<file path="src/rtl/tw_pkg.sv">
package tw_pkg;
    localparam int BYTE_W = 8;

    localparam logic [3:0] OP_GDR2W = 4'b0001;
    localparam logic [3:0] OP_STEP  = 4'b0010;
    localparam logic [3:0] OP_GW2DR = 4'b1000;
    localparam logic [3:0] OP_RDW   = 4'b1001;
    localparam logic [3:0] OP_WRW   = 4'b1010;
    localparam logic [3:0] OP_RDR   = 4'b1011;
    localparam logic [3:0] OP_WRR   = 4'b1100;
    localparam logic [3:0] OP_DR2W  = 4'b1101;
    localparam logic [3:0] OP_W2DR  = 4'b1110;

    typedef enum logic [2:0] {
        CLS_BAD,
        CLS_XFER,
        CLS_READ,
        CLS_WRITE,
        CLS_STEP
    } cmd_cls_e;

    typedef enum logic [3:0] {
        ST_IDLE,
        ST_ADDR,
        ST_ADDR_ACK,
        ST_INSTR,
        ST_INSTR_ACK,
        ST_WR_DATA,
        ST_WR_ACK,
        ST_RD_DATA,
        ST_RD_ACK,
        ST_HOLD,
        ST_STEP
    } fsm_state_e;
endpackage

</file>
<file path="src/rtl/tw_line_monitor.sv">
module tw_line_monitor #(
    parameter int SYNC_STAGES = 2
) (
    input  logic clk,
    input  logic rst_n,
    input  logic scl_in,
    input  logic sda_in,
    output logic scl_lvl,
    output logic sda_lvl,
    output logic scl_rise,
    output logic scl_fall,
    output logic start_ev,
    output logic stop_ev
);
    localparam int LAST = SYNC_STAGES - 1;

    logic [LAST:0] scl_sync;
    logic [LAST:0] sda_sync;
    logic          scl_q;
    logic          sda_q;

    generate
        if (SYNC_STAGES == 1) begin : g_one
            always_ff @(posedge clk or negedge rst_n) begin
                if (!rst_n) begin
                    scl_sync <= '1;
                    sda_sync <= '1;
                end else begin
                    scl_sync <= scl_in;
                    sda_sync <= sda_in;
                end
            end
        end else begin : g_chain
            always_ff @(posedge clk or negedge rst_n) begin
                if (!rst_n) begin
                    scl_sync <= '1;
                    sda_sync <= '1;
                end else begin
                    scl_sync <= {scl_sync[LAST-1:0], scl_in};
                    sda_sync <= {sda_sync[LAST-1:0], sda_in};
                end
            end
        end
    endgenerate

    always_ff @(posedge clk or negedge rst_n) begin
        if (!rst_n) begin
            scl_q <= 1'b1;
            sda_q <= 1'b1;
        end else begin
            scl_q <= scl_sync[LAST];
            sda_q <= sda_sync[LAST];
        end
    end

    assign scl_lvl  = scl_sync[LAST];
    assign sda_lvl  = sda_sync[LAST];
    assign scl_rise = scl_lvl & ~scl_q;
    assign scl_fall = ~scl_lvl & scl_q;
    assign start_ev = scl_lvl & scl_q & sda_q & ~sda_lvl;
    assign stop_ev  = scl_lvl & scl_q & ~sda_q & sda_lvl;
endmodule

</file>
<file path="src/rtl/tw_instr_decode.sv">
module tw_instr_decode
    import tw_pkg::*;
(
    input  logic [3:0] op_nib,
    output cmd_cls_e   cls
);
    always_comb begin
        case (op_nib)
            OP_DR2W, OP_W2DR, OP_GDR2W, OP_GW2DR: cls = CLS_XFER;
            OP_RDW, OP_RDR:                       cls = CLS_READ;
            OP_WRW, OP_WRR:                       cls = CLS_WRITE;
            OP_STEP:                              cls = CLS_STEP;
            default:                              cls = CLS_BAD;
        endcase
    end
endmodule

</file>
<file path="src/rtl/tw_cmd_fsm.sv">
module tw_cmd_fsm
    import tw_pkg::*;
#(
    parameter logic [3:0] TYPE_CODE = 4'b0101
) (
    input  logic              clk,
    input  logic              rst_n,
    input  logic              scl_lvl,
    input  logic              sda_lvl,
    input  logic              scl_rise,
    input  logic              scl_fall,
    input  logic              start_ev,
    input  logic              stop_ev,
    input  logic [3:0]        dev_addr,
    input  logic              bank_busy,
    input  logic [BYTE_W-1:0] rd_data,
    input  cmd_cls_e          cls_in,
    output logic [3:0]        op_nib,
    output logic              sda_oe,
    output logic              sel_pot,
    output logic [1:0]        sel_reg,
    output logic              sel_wiper,
    output logic              req_valid,
    output logic [3:0]        req_op,
    output logic              req_pot,
    output logic [1:0]        req_reg,
    output logic [BYTE_W-1:0] req_data,
    output logic              req_up
);
    localparam int CNT_W = $clog2(BYTE_W + 1);
    localparam logic [CNT_W-1:0] FULL_CNT = CNT_W'(BYTE_W);

    fsm_state_e        state, state_d;
    logic [BYTE_W-1:0] shreg;
    logic [CNT_W-1:0]  bit_cnt;
    logic              full;
    logic              addr_ok;
    logic              rx_state;
    logic              counting;
    logic [3:0]        op_q;
    logic              pot_q;
    logic [1:0]        reg_q;
    cmd_cls_e          cls_q;
    logic [BYTE_W-1:0] data_q;
    logic              step_arm;
    logic              step_dir;

    assign full     = (bit_cnt == FULL_CNT);
    assign addr_ok  = (shreg == {TYPE_CODE, dev_addr});
    assign op_nib   = shreg[BYTE_W-1 -: 4];
    assign rx_state = (state == ST_ADDR) || (state == ST_INSTR) || (state == ST_WR_DATA);
    assign counting = rx_state || (state == ST_RD_DATA);

    // next-state logic
    always_comb begin
        state_d = state;
        if (start_ev) begin
            state_d = ST_ADDR;
        end else if (stop_ev) begin
            state_d = ST_IDLE;
        end else begin
            unique case (state)
                ST_IDLE: state_d = ST_IDLE;
                ST_ADDR:
                    if (scl_fall && full)
                        state_d = (addr_ok && !bank_busy) ? ST_ADDR_ACK : ST_IDLE;
                ST_ADDR_ACK:
                    if (scl_fall) state_d = ST_INSTR;
                ST_INSTR:
                    if (scl_fall && full)
                        state_d = (cls_in != CLS_BAD) ? ST_INSTR_ACK : ST_IDLE;
                ST_INSTR_ACK:
                    if (scl_fall) begin
                        unique case (cls_q)
                            CLS_READ:  state_d = ST_RD_DATA;
                            CLS_WRITE: state_d = ST_WR_DATA;
                            CLS_STEP:  state_d = ST_STEP;
                            CLS_XFER:  state_d = ST_HOLD;
                            CLS_BAD:   state_d = ST_IDLE;
                        endcase
                    end
                ST_WR_DATA:
                    if (scl_fall && full) state_d = ST_WR_ACK;
                ST_WR_ACK:
                    if (scl_fall) state_d = ST_HOLD;
                ST_RD_DATA:
                    if (scl_fall && full) state_d = ST_RD_ACK;
                ST_RD_ACK:
                    if (scl_fall) state_d = ST_IDLE;
                ST_HOLD: state_d = ST_HOLD;
                ST_STEP: state_d = ST_STEP;
            endcase
        end
    end

    // state register
    always_ff @(posedge clk or negedge rst_n) begin
        if (!rst_n) state <= ST_IDLE;
        else        state <= state_d;
    end

    // byte datapath and latched command
    always_ff @(posedge clk or negedge rst_n) begin
        if (!rst_n) begin
            bit_cnt  <= '0;
            shreg    <= '0;
            op_q     <= '0;
            pot_q    <= 1'b0;
            reg_q    <= '0;
            cls_q    <= CLS_BAD;
            data_q   <= '0;
            step_arm <= 1'b0;
            step_dir <= 1'b0;
        end else begin
            if (start_ev || (state_d != state))
                bit_cnt <= '0;
            else if (scl_rise && counting && !full)
                bit_cnt <= bit_cnt + 1'b1;

            if (scl_rise && rx_state && !full)
                shreg <= {shreg[BYTE_W-2:0], sda_lvl};
            else if ((state == ST_INSTR_ACK) && (state_d == ST_RD_DATA))
                shreg <= rd_data;
            else if (scl_fall && (state == ST_RD_DATA) && !full)
                shreg <= {shreg[BYTE_W-2:0], 1'b0};

            if ((state == ST_INSTR) && (state_d == ST_INSTR_ACK)) begin
                op_q  <= shreg[BYTE_W-1 -: 4];
                pot_q <= shreg[2];
                reg_q <= shreg[1:0];
                cls_q <= cls_in;
            end

            if ((state == ST_WR_DATA) && (state_d == ST_WR_ACK))
                data_q <= shreg;

            if (state != ST_STEP) begin
                step_arm <= 1'b0;
            end else if (scl_rise) begin
                step_arm <= 1'b1;
                step_dir <= sda_lvl;
            end else if (scl_fall) begin
                step_arm <= 1'b0;
            end
        end
    end

    // output register: bus drive and request strobe
    always_ff @(posedge clk or negedge rst_n) begin
        if (!rst_n) begin
            sda_oe    <= 1'b0;
            req_valid <= 1'b0;
            req_op    <= '0;
            req_pot   <= 1'b0;
            req_reg   <= '0;
            req_data  <= '0;
            req_up    <= 1'b0;
        end else begin
            if (start_ev || stop_ev) begin
                sda_oe <= 1'b0;
            end else if (scl_fall) begin
                unique case (state_d)
                    ST_ADDR_ACK, ST_INSTR_ACK, ST_WR_ACK: sda_oe <= 1'b1;
                    ST_RD_DATA:
                        sda_oe <= (state == ST_INSTR_ACK) ? ~rd_data[BYTE_W-1]
                                                          : ~shreg[BYTE_W-2];
                    default: sda_oe <= 1'b0;
                endcase
            end

            req_valid <= 1'b0;
            if ((state == ST_HOLD) && stop_ev) begin
                req_valid <= 1'b1;
                req_op    <= op_q;
                req_pot   <= pot_q;
                req_reg   <= reg_q;
                req_data  <= data_q;
                req_up    <= 1'b0;
            end else if ((state == ST_STEP) && scl_fall && step_arm) begin
                req_valid <= 1'b1;
                req_op    <= op_q;
                req_pot   <= pot_q;
                req_reg   <= reg_q;
                req_data  <= data_q;
                req_up    <= step_dir;
            end
        end
    end

    assign sel_pot   = pot_q;
    assign sel_reg   = reg_q;
    assign sel_wiper = (op_q == OP_RDW);

    AST_NO_ACK_WHILE_BUSY: assert property (@(posedge clk) disable iff (!rst_n)
        (state == ST_ADDR_ACK && $past(state) == ST_ADDR) |-> !$past(bank_busy));

    AST_REQ_SINGLE_PULSE: assert property (@(posedge clk) disable iff (!rst_n)
        req_valid |=> !req_valid);

    AST_CMD_REQ_AT_STOP: assert property (@(posedge clk) disable iff (!rst_n)
        (req_valid && req_op != OP_STEP) |-> ($past(state) == ST_HOLD && $past(stop_ev)));

    AST_DRIVE_IN_SLOTS: assert property (@(posedge clk) disable iff (!rst_n)
        sda_oe |-> (state == ST_ADDR_ACK || state == ST_INSTR_ACK ||
                    state == ST_WR_ACK || state == ST_RD_DATA));

    AST_STEP_FROM_STEP_STATE: assert property (@(posedge clk) disable iff (!rst_n)
        (req_valid && req_op == OP_STEP) |-> $past(state) == ST_STEP);

    AST_SDA_CHANGE_SCL_LOW: assert property (@(posedge clk) disable iff (!rst_n)
        (!$stable(sda_oe) && scl_lvl) |-> !sda_oe);
endmodule

</file>
<file path="src/rtl/tw_pot_cmd_frontend.sv">
module tw_pot_cmd_frontend
    import tw_pkg::*;
#(
    parameter logic [3:0] TYPE_CODE   = 4'b0101,
    parameter int         SYNC_STAGES = 2
) (
    input  logic              clk,
    input  logic              rst_n,
    input  logic              scl_in,
    input  logic              sda_in,
    output logic              sda_oe,
    input  logic [3:0]        dev_addr,
    input  logic              bank_busy,
    input  logic [BYTE_W-1:0] rd_data,
    output logic              sel_pot,
    output logic [1:0]        sel_reg,
    output logic              sel_wiper,
    output logic              req_valid,
    output logic [3:0]        req_op,
    output logic              req_pot,
    output logic [1:0]        req_reg,
    output logic [BYTE_W-1:0] req_data,
    output logic              req_up
);
    logic       scl_lvl, sda_lvl, scl_rise, scl_fall, start_ev, stop_ev;
    logic [3:0] op_nib;
    cmd_cls_e   cls;

    tw_line_monitor #(.SYNC_STAGES(SYNC_STAGES)) u_mon (
        .clk(clk), .rst_n(rst_n), .scl_in(scl_in), .sda_in(sda_in),
        .scl_lvl(scl_lvl), .sda_lvl(sda_lvl), .scl_rise(scl_rise),
        .scl_fall(scl_fall), .start_ev(start_ev), .stop_ev(stop_ev)
    );

    tw_instr_decode u_dec (
        .op_nib(op_nib), .cls(cls)
    );

    tw_cmd_fsm #(.TYPE_CODE(TYPE_CODE)) u_fsm (
        .clk(clk), .rst_n(rst_n), .scl_lvl(scl_lvl), .sda_lvl(sda_lvl),
        .scl_rise(scl_rise), .scl_fall(scl_fall), .start_ev(start_ev),
        .stop_ev(stop_ev), .dev_addr(dev_addr), .bank_busy(bank_busy),
        .rd_data(rd_data), .cls_in(cls), .op_nib(op_nib), .sda_oe(sda_oe),
        .sel_pot(sel_pot), .sel_reg(sel_reg), .sel_wiper(sel_wiper),
        .req_valid(req_valid), .req_op(req_op), .req_pot(req_pot),
        .req_reg(req_reg), .req_data(req_data), .req_up(req_up)
    );
endmodule

</file>
<file path="config.mk">
export PLATFORM = sky130hd
export DESIGN_NAME = tw_pot_cmd_frontend
export DESIGN_NICKNAME = d
export VERILOG_FILES = /design/src/rtl/tw_pkg.sv /design/src/rtl/tw_line_monitor.sv /design/src/rtl/tw_instr_decode.sv /design/src/rtl/tw_cmd_fsm.sv /design/src/rtl/tw_pot_cmd_frontend.sv
export SDC_FILE = /design/constraint.sdc
export NUM_CORES = 1
export LEC_CHECK = 0
export ABC_CLOCK_PERIOD_IN_PS = 3730
export BUFFER_PORTS_ARGS = -buffer_cell sky130_fd_sc_hd__buf_2
export CELL_PAD_IN_SITES_DETAIL_PLACEMENT = 1
export CELL_PAD_IN_SITES_GLOBAL_PLACEMENT = 1
export CORE_MARGIN = 3
export CORE_UTILIZATION = 46
export DETAILED_ROUTE_END_ITERATION = 8
export GPL_ROUTABILITY_DRIVEN = 0
export PLACE_DENSITY = 0.78
export SYNTH_ARGS = -nofsm -noshare
export SYNTH_HDL_FRONTEND = slang
export SYNTH_SLANG_ARGS = --single-unit
</file>
<file path="constraint.sdc">
create_clock -name clk -period 3.73 [get_ports clk]
set_clock_uncertainty 0.1 [all_clocks]
set_input_delay 0.746 -clock clk [delete_from_list [all_inputs] [get_ports clk]]
set_output_delay 0.746 -clock clk [all_outputs]
set_load 0.1 [all_outputs]
</file>
==> results of run 1 <==
cell usage after synthesis, types with 2 or more instances:
cell type and n:
dfstp_2 6, nor4_1 4, mux2i_1 4, a21oi_1 6
nor2_1 11, nor3b_1 4, nor2b_1 3, a2111oi_0 3
inv_1 13, and2_1 4, nand2b_1 2, nand3b_1 3
ha_1 2, o211ai_1 2, o221ai_1 2, dfrtp_1 54
mux2_2 47, nand4_1 3, o21ai_0 9, clkbuf_1 8
nand3_1 3, nor4_4 2, buf_2 4, o31ai_1 3
xor2_1 3, nor3_1 3, xnor2_1 6, a211oi_1 3
nor4b_1 2, nand2_1 8
worst paths after layout:
kind                                        start                 to  cells past startpoint
worst min-delay path                        rst_n    u_fsm.req_op[0]                      1
worst min register to register  u_mon.scl_sync[0]  u_mon.scl_sync[1]                      0
max in group asynchronous                   rst_n  u_mon.scl_sync[1]                      2
min in group clk                u_mon.scl_sync[0]  u_mon.scl_sync[1]                      0
worst max-delay path                  u_mon.scl_q     u_fsm.shreg[3]                      6
worst max register to register        u_mon.scl_q     u_fsm.shreg[3]                      6
logic make-up after synthesis:
logic type      count (synthesis)  share of synthesized area, %
fa+ha+maj                       2                        0.8466
simple gates                   60                         12.91
buf+inv                        26                         3.472
flops                          60                         51.06
xor+xnor                        9                         2.667
mux                            51                         19.26
compound gates                 40                         9.780
worst register-to-register path: stages, from the launching register on:
cell	delay, ns
dfstp_2	0.60
nand2b_1	0.22
a2111oi_0	0.53
o21ai_0	0.21
and2_1	0.24
nor4_4	0.45
mux2_2	0.40
cells in the final DEF, fill, tap and decap left out, types with 3 or more instances in the layout:
master / synthesis / final
a2111oi_0: 3 / 3
a211oi_1: 3 / 3
a21oi_1: 6 / 6
and2_1: 4 / 4
buf_2: 4 / 38
buf_4: 0 / 5
clkbuf_8: 0 / 9
dfrtp_1: 54 / 54
dfstp_2: 6 / 6
inv_1: 13 / 13
mux2_2: 47 / 47
mux2i_1: 4 / 4
nand2_1: 8 / 8
nand3_1: 3 / 3
nand3b_1: 3 / 3
nand4_1: 3 / 3
nor2_1: 11 / 11
nor2b_1: 3 / 3
nor3_1: 3 / 3
nor3b_1: 4 / 4
nor4_1: 4 / 4
o21ai_0: 9 / 9
o31ai_1: 3 / 3
xnor2_1: 6 / 6
xor2_1: 3 / 3
per-layer routing:
| metal | global-route usage [%] | vias to the layer above | wire, µm |
|---|---|---|---|
| met2 | 33.29 | 47 | 3464 |
| met4 | 7.914 | 0 | 105 |
| met1 | 27.93 | 1083 | 3166 |
| met5 | 0 | - | 0 |
| met3 | 4.899 | 9 | 274 |
| li1 | - | 983 | - |
power by group:
part,internal (mW),switching (mW)
clock,0.313,0.284
combinational,0.0255,0.0343
sequential,0.662,0.0137
total,1.00,0.332
layout make-up:
cell class	count	area, µm²
clock buffers	9	123.9
repair buffers	43	227.7
well taps	75	93.84
flip-flops and latches	60	1509
clock inverters	7	75.07
multi-input cells	162	1350
inverters	13	48.80
fillers	683	2633
through the flow:
step | area, µm² | hold slack [ns] | instances
2_1_floorplan | 2962 | 0.2452 | 248
3_5_place_dp | 3229 | 0.2475 | 353
3_3_place_gp | 3229 | 0.2460 | 353
4_1_cts | 3428 | 0.2301 | 369
5_1_grt | 3428 | 0.2371 | 369
6_report | 3428 | 0.2218 | 369
==> run_results.csv, run 1 <==
group,metric,value,unit
placement,hpwl,4.910,mm
yosys,ys_seq_area_share,51.06,%
placement,io_buffers,38,
yosys,yosys_most_used_dff,"dfrtp_1",
setup_path,crit_path_end_kind,"flop",
setup_path,cp_num_buf_inv,0,
yosys,synth-seq-cells,60,
final_layout,insertedDiodeCount,0,
setup_path,r2r_setup_slack,0.86,ns
timing,setup_viol,0,
setup_path,crit_arrival,3.00,ns
yosys,syn_area,0.002955,mm²
clock_network,cts_tree,"built",
routing,first_pass_iters,4,
yosys,synthCells,248,
timing,rsz0062_at_grt,"false",
clock_network,h-tree-depth,3,
setup_path,start_kind,"flop",
final_layout,largestRegisters,"u_fsm.data_q x8, u_fsm.req_data x8, u_fsm.shreg x8",
timing,max_slew.worst_pin.slew,1.044,ns
yosys,async_reset_ff_share,100.0,%
setup_path,cpPeakStageDelay,0.60,ns
final_layout,drive_gt1_share,40.48,%
yosys,synth_top_area_share,45.72,%
clock_network,cts_resized,0,
power,p_per_area,388.5,mW/mm²
routing,wl,7.011,mm
yosys,synth_edf_count,0,
power,finalPower,1.332,mW
clock_network,clkTransAtPathRegs,0.07,ns
routing,vias,2122,
timing,hold_violations,0,
setup_path,critPathTopFamily,"simple AND/OR/NAND/NOR gates",
clock_network,cts_setup_buffers,0,
grt,grt_max_degree,26,
timing,finalMaxSlewViolations,0,
clock_network,clock-root-buffer,"clkbuf_8",
grt,antenna_found_initial,0,
grt,grt_pass1_vias,2257,
grt,grt_pass1_wl,11.83,mm
timing,relSlewSlack,29.75,%
timing,finalCritPeriodShare,76.96,%
routing,vias_per_cell,5.751,
clock_network,clk-insertion-delay-late,0.34,ns
setup_path,crit_fanout,9,
timing,period_minus_slack,2.871,ns
power,power.leakage,1.697,nW
setup_path,required,3.86,ns
setup_path,critPathKind,"flop to flop",
grt,grt_use_total,20.97,%
final_layout,area_growth,16.00,%
die,die-width,86.16,µm
power,peakVddDrop,0.0002727,V
grt,gr-total-overflow,0,
clock_network,cts.sink_count,60,
yosys,syn_nets,267,
routing,ant_nets,0,
yosys,yosysUniqueCellTypes,51,
final_layout,final_util,56.56,%
die,die_h,86.16,µm
die,initial_core_util,48.76,%
worst_hold_path,hp-class,"input pin to asynchronous set/reset pin",
yosys,synth_area_leader_cell,"dfrtp_1",
die,die_area,0.007423,mm²
final_layout,layout.nets,308,
clock_network,numCtsBuffers,9,
timing,finalSetupTns,0,ns
clock_network,clockBufferDepth,2,
timing,layout_setup_ws,0.8593,ns
setup_path,crit_chain,"nand2b_1, a2111oi_0, o21ai_0, and2_1, nor4_4, mux2_2",
routing,drc,0,
yosys,netlist_top_cells_area,"dfrtp_1, mux2_2, dfstp_2, xnor2_1, inv_1",
die,core-area,0.006061,mm²
yosys,avgSynthCellArea,11.92,µm²
die,pin_count,39,
run_status,status,"completed",
placement,place_ws,0.8905,ns
routing,wl_per_cell,19.00,µm
die,num_rows,28,
yosys,yosysWarnings,0,
setup_path,slowest_stage,"dfstp_2",
timing,fmax,0.3483,GHz
clock_network,ctsHoldBuffers,0,
run,cap_violations,0,
routing,drtIter0Drc,124,
No activity file was read; power rests on OpenSTA's default activity.
==> run 2, diff against run 1 <==
Settings changed: ABC_CLOCK_PERIOD_IN_PS 3730 to 2800.
Clock period 3.73 ns to 2.8 ns, I/O delays scaled along.
==> run 2 against run 1 <==
Compared with the run above:
- combinational power up 42%
- highest routed layer unchanged
- non-clock buffer count increased by 11
- critical path depth fell by 1
- core utilization is 1.8 points higher
- sequential share of layout area down 1.3 points
- flip-flop and latch count unchanged
==> run_results.csv, run 2 (same netlist as run 1, synthesis figures left out) <==
group,metric,value,unit
final_layout,layout.nets,319,
clock_network,cts.sink_count,60,
routing,wl,7.354,mm
routing,drtIter0Drc,150,
timing,relSlewSlack,62.95,%
power,combPwrFrac,5.0,%
final_layout,final_common_cell,"dfrtp_1",
power,clkPwrFrac,42.1,%
grt,antenna_found_initial,0,
power,finalPower,1.700,mW
routing,wl_per_cell,19.35,µm
die,die-width,86.16,µm
timing,hold_violations,0,
setup_path,crit_path_end_kind,"flop",
setup_path,crit_fanout,13,
power,switching_share,26.92,%
placement,hpwl,5.037,mm
routing,ant_nets,0,
power,seqPwrFrac,52.9,%
setup_path,required,2.93,ns
timing,setup_viol,0,
placement,io_buffers,38,
power,p_int,1.242,mW
clock_network,clockBufferDepth,2,
routing,vias_per_cell,5.795,
timing,period_minus_slack,2.695,ns
grt,gr-total-overflow,0,
final_layout,final_cell_mix,"dfrtp_1, mux2_2, buf_2",
die,num_rows,28,
timing,finalCritPeriodShare,96.26,%
final_layout,insertedDiodeCount,0,
setup_path,crit_arrival,2.82,ns
timing,fmax,0.3710,GHz
placement,place_area,0.003326,mm²
grt,grt_pass1_wl,12.34,mm
power,p_sw,0.4575,mW
final_layout,area_growth,19.64,%
clock_network,clkTransAtPathRegs,0.07,ns
clock_network,clock-root-buffer,"clkbuf_8",
run,cap_violations,0,
final_layout,final_cell_area,0.003536,mm²
die,die_h,86.16,µm
power,p_per_area,480.7,mW/mm²
setup_path,critPathKind,"flop to flop",
clock_network,clk-insertion-delay-late,0.35,ns
grt,grt_pass1_vias,2318,
routing,drc,0,
routing,vias,2202,
setup_path,start_kind,"flop",
power,peakVddDrop,0.0003357,V
timing,rsz0062_at_grt,"false",
timing,finalSetupTns,0,ns
routing,first_pass_iters,4,
timing,finalMaxSlewViolations,0,
grt,grt_use_total,21.86,%
die,die_area,0.007423,mm²
die,initial_core_util,48.76,%
die,core-area,0.006061,mm²
run_status,status,"completed",
clock_network,numCtsBuffers,9,
clock_network,h-tree-depth,3,
clock_network,cts_tree,"built",
grt,grt_max_degree,61,
final_layout,largestRegisters,"u_fsm.data_q x8, u_fsm.req_data x8, u_fsm.shreg x8",
timing,max_slew.worst_pin.slew,0.5418,ns
final_layout,drive_gt1_share,43.61,%
timing,holdWs,0.1045,ns
clock_network,ctsHoldBuffers,0,
worst_hold_path,hp-class,"input pin to asynchronous set/reset pin",
power,power.leakage,1.742,nW
die,pin_count,39,
-- run 2: cell count changes in the layout (fill, tap and decap cells not counted), moves of 2 or more --
cell	previous run	this run
a2111oi_2	0	2
a2111oi_0	3	1
buf_4	5	15
clkinvlp_4	0	2
-- run 2: path summary, 6_finish.rpt --
kind / from / endpoint / slack (ns) / cells after the start
setup / recovery: u_fsm.state[3] / u_fsm.sda_oe / 0.10 / 5
hold / removal: rst_n / u_fsm.req_op[1] / 0.10 / 2
setup reg to reg: u_fsm.state[3] / u_fsm.sda_oe / 0.10 / 5
hold reg to reg: u_mon.sda_sync[0] / u_mon.sda_sync[1] / 0.26 / 0
max in group asynchronous: rst_n / u_mon.scl_q / 2.17 / 2
min in group clk: scl_in / u_mon.scl_sync[0] / 0.21 / 1
-- run 2: power groups by stage --
| stage | Sequential [mW] | Clock [mW] | Combinational [mW] |
|---|---|---|---|
| after floorplan | 0.909 | 0 | 0.0409 |
| after global placement | 0.914 | 0 | 0.0817 |
| after detailed placement | 0.916 | 0 | 0.0845 |
| after CTS | 0.899 | 0.722 | 0.0855 |
| after global routing | 0.903 | 0.767 | 0.0963 |
| final | 0.900 | 0.715 | 0.0850 |
-- run 2: what timing repair did --
| action | 4_1_cts | 5_1_grt |
|---|---|---|
| gates resized for setup | 0 | 6 |
| setup endpoints to repair | 0 | 12 |
| setup buffers | 0 | 1 |
-- run 2: critical path: stages (launching register included) --
cell and delay, ns:
dfrtp_1 0.54, or4b_2 0.76, and2_0 0.19, a2111oi_0 0.52
mux2i_1 0.15, o31ai_1 0.31
-- run 2: final cells by class --
| cell class | instances | area [µm²] |
|---|---|---|
| Clock buffer | 9 | 123.9 |
| Clock inverter | 7 | 51.30 |
| Fill cell | 659 | 2525 |
| Inverter | 13 | 48.80 |
| Multi-Input combinational cell | 162 | 1386 |
| Sequential cell | 60 | 1509 |
| Tap cell | 75 | 93.84 |
| Timing Repair Buffer | 54 | 322.8 |
-- run 2: per-stage QoR --
step / utilization (%) / setup slack (ns) / instances
after global placement: 54.87 / 0.1776 / 363
after floorplan: - / 0.2028 / 248
after global routing: 58.34 / 0.02136 / 380
after CTS: 57.76 / 0.06033 / 379
final: 58.34 / 0.1048 / 380
after detailed placement: 54.87 / 0.06538 / 363
-- run 2: routing by layer --
metal  vias up  track usage [%]  wire [µm]
met3        10            5.668        412
met5         -                0          0
li1       1011                -          -
met2        55            34.69       3579
met4         0            6.763         94
met1      1126            29.39       3268
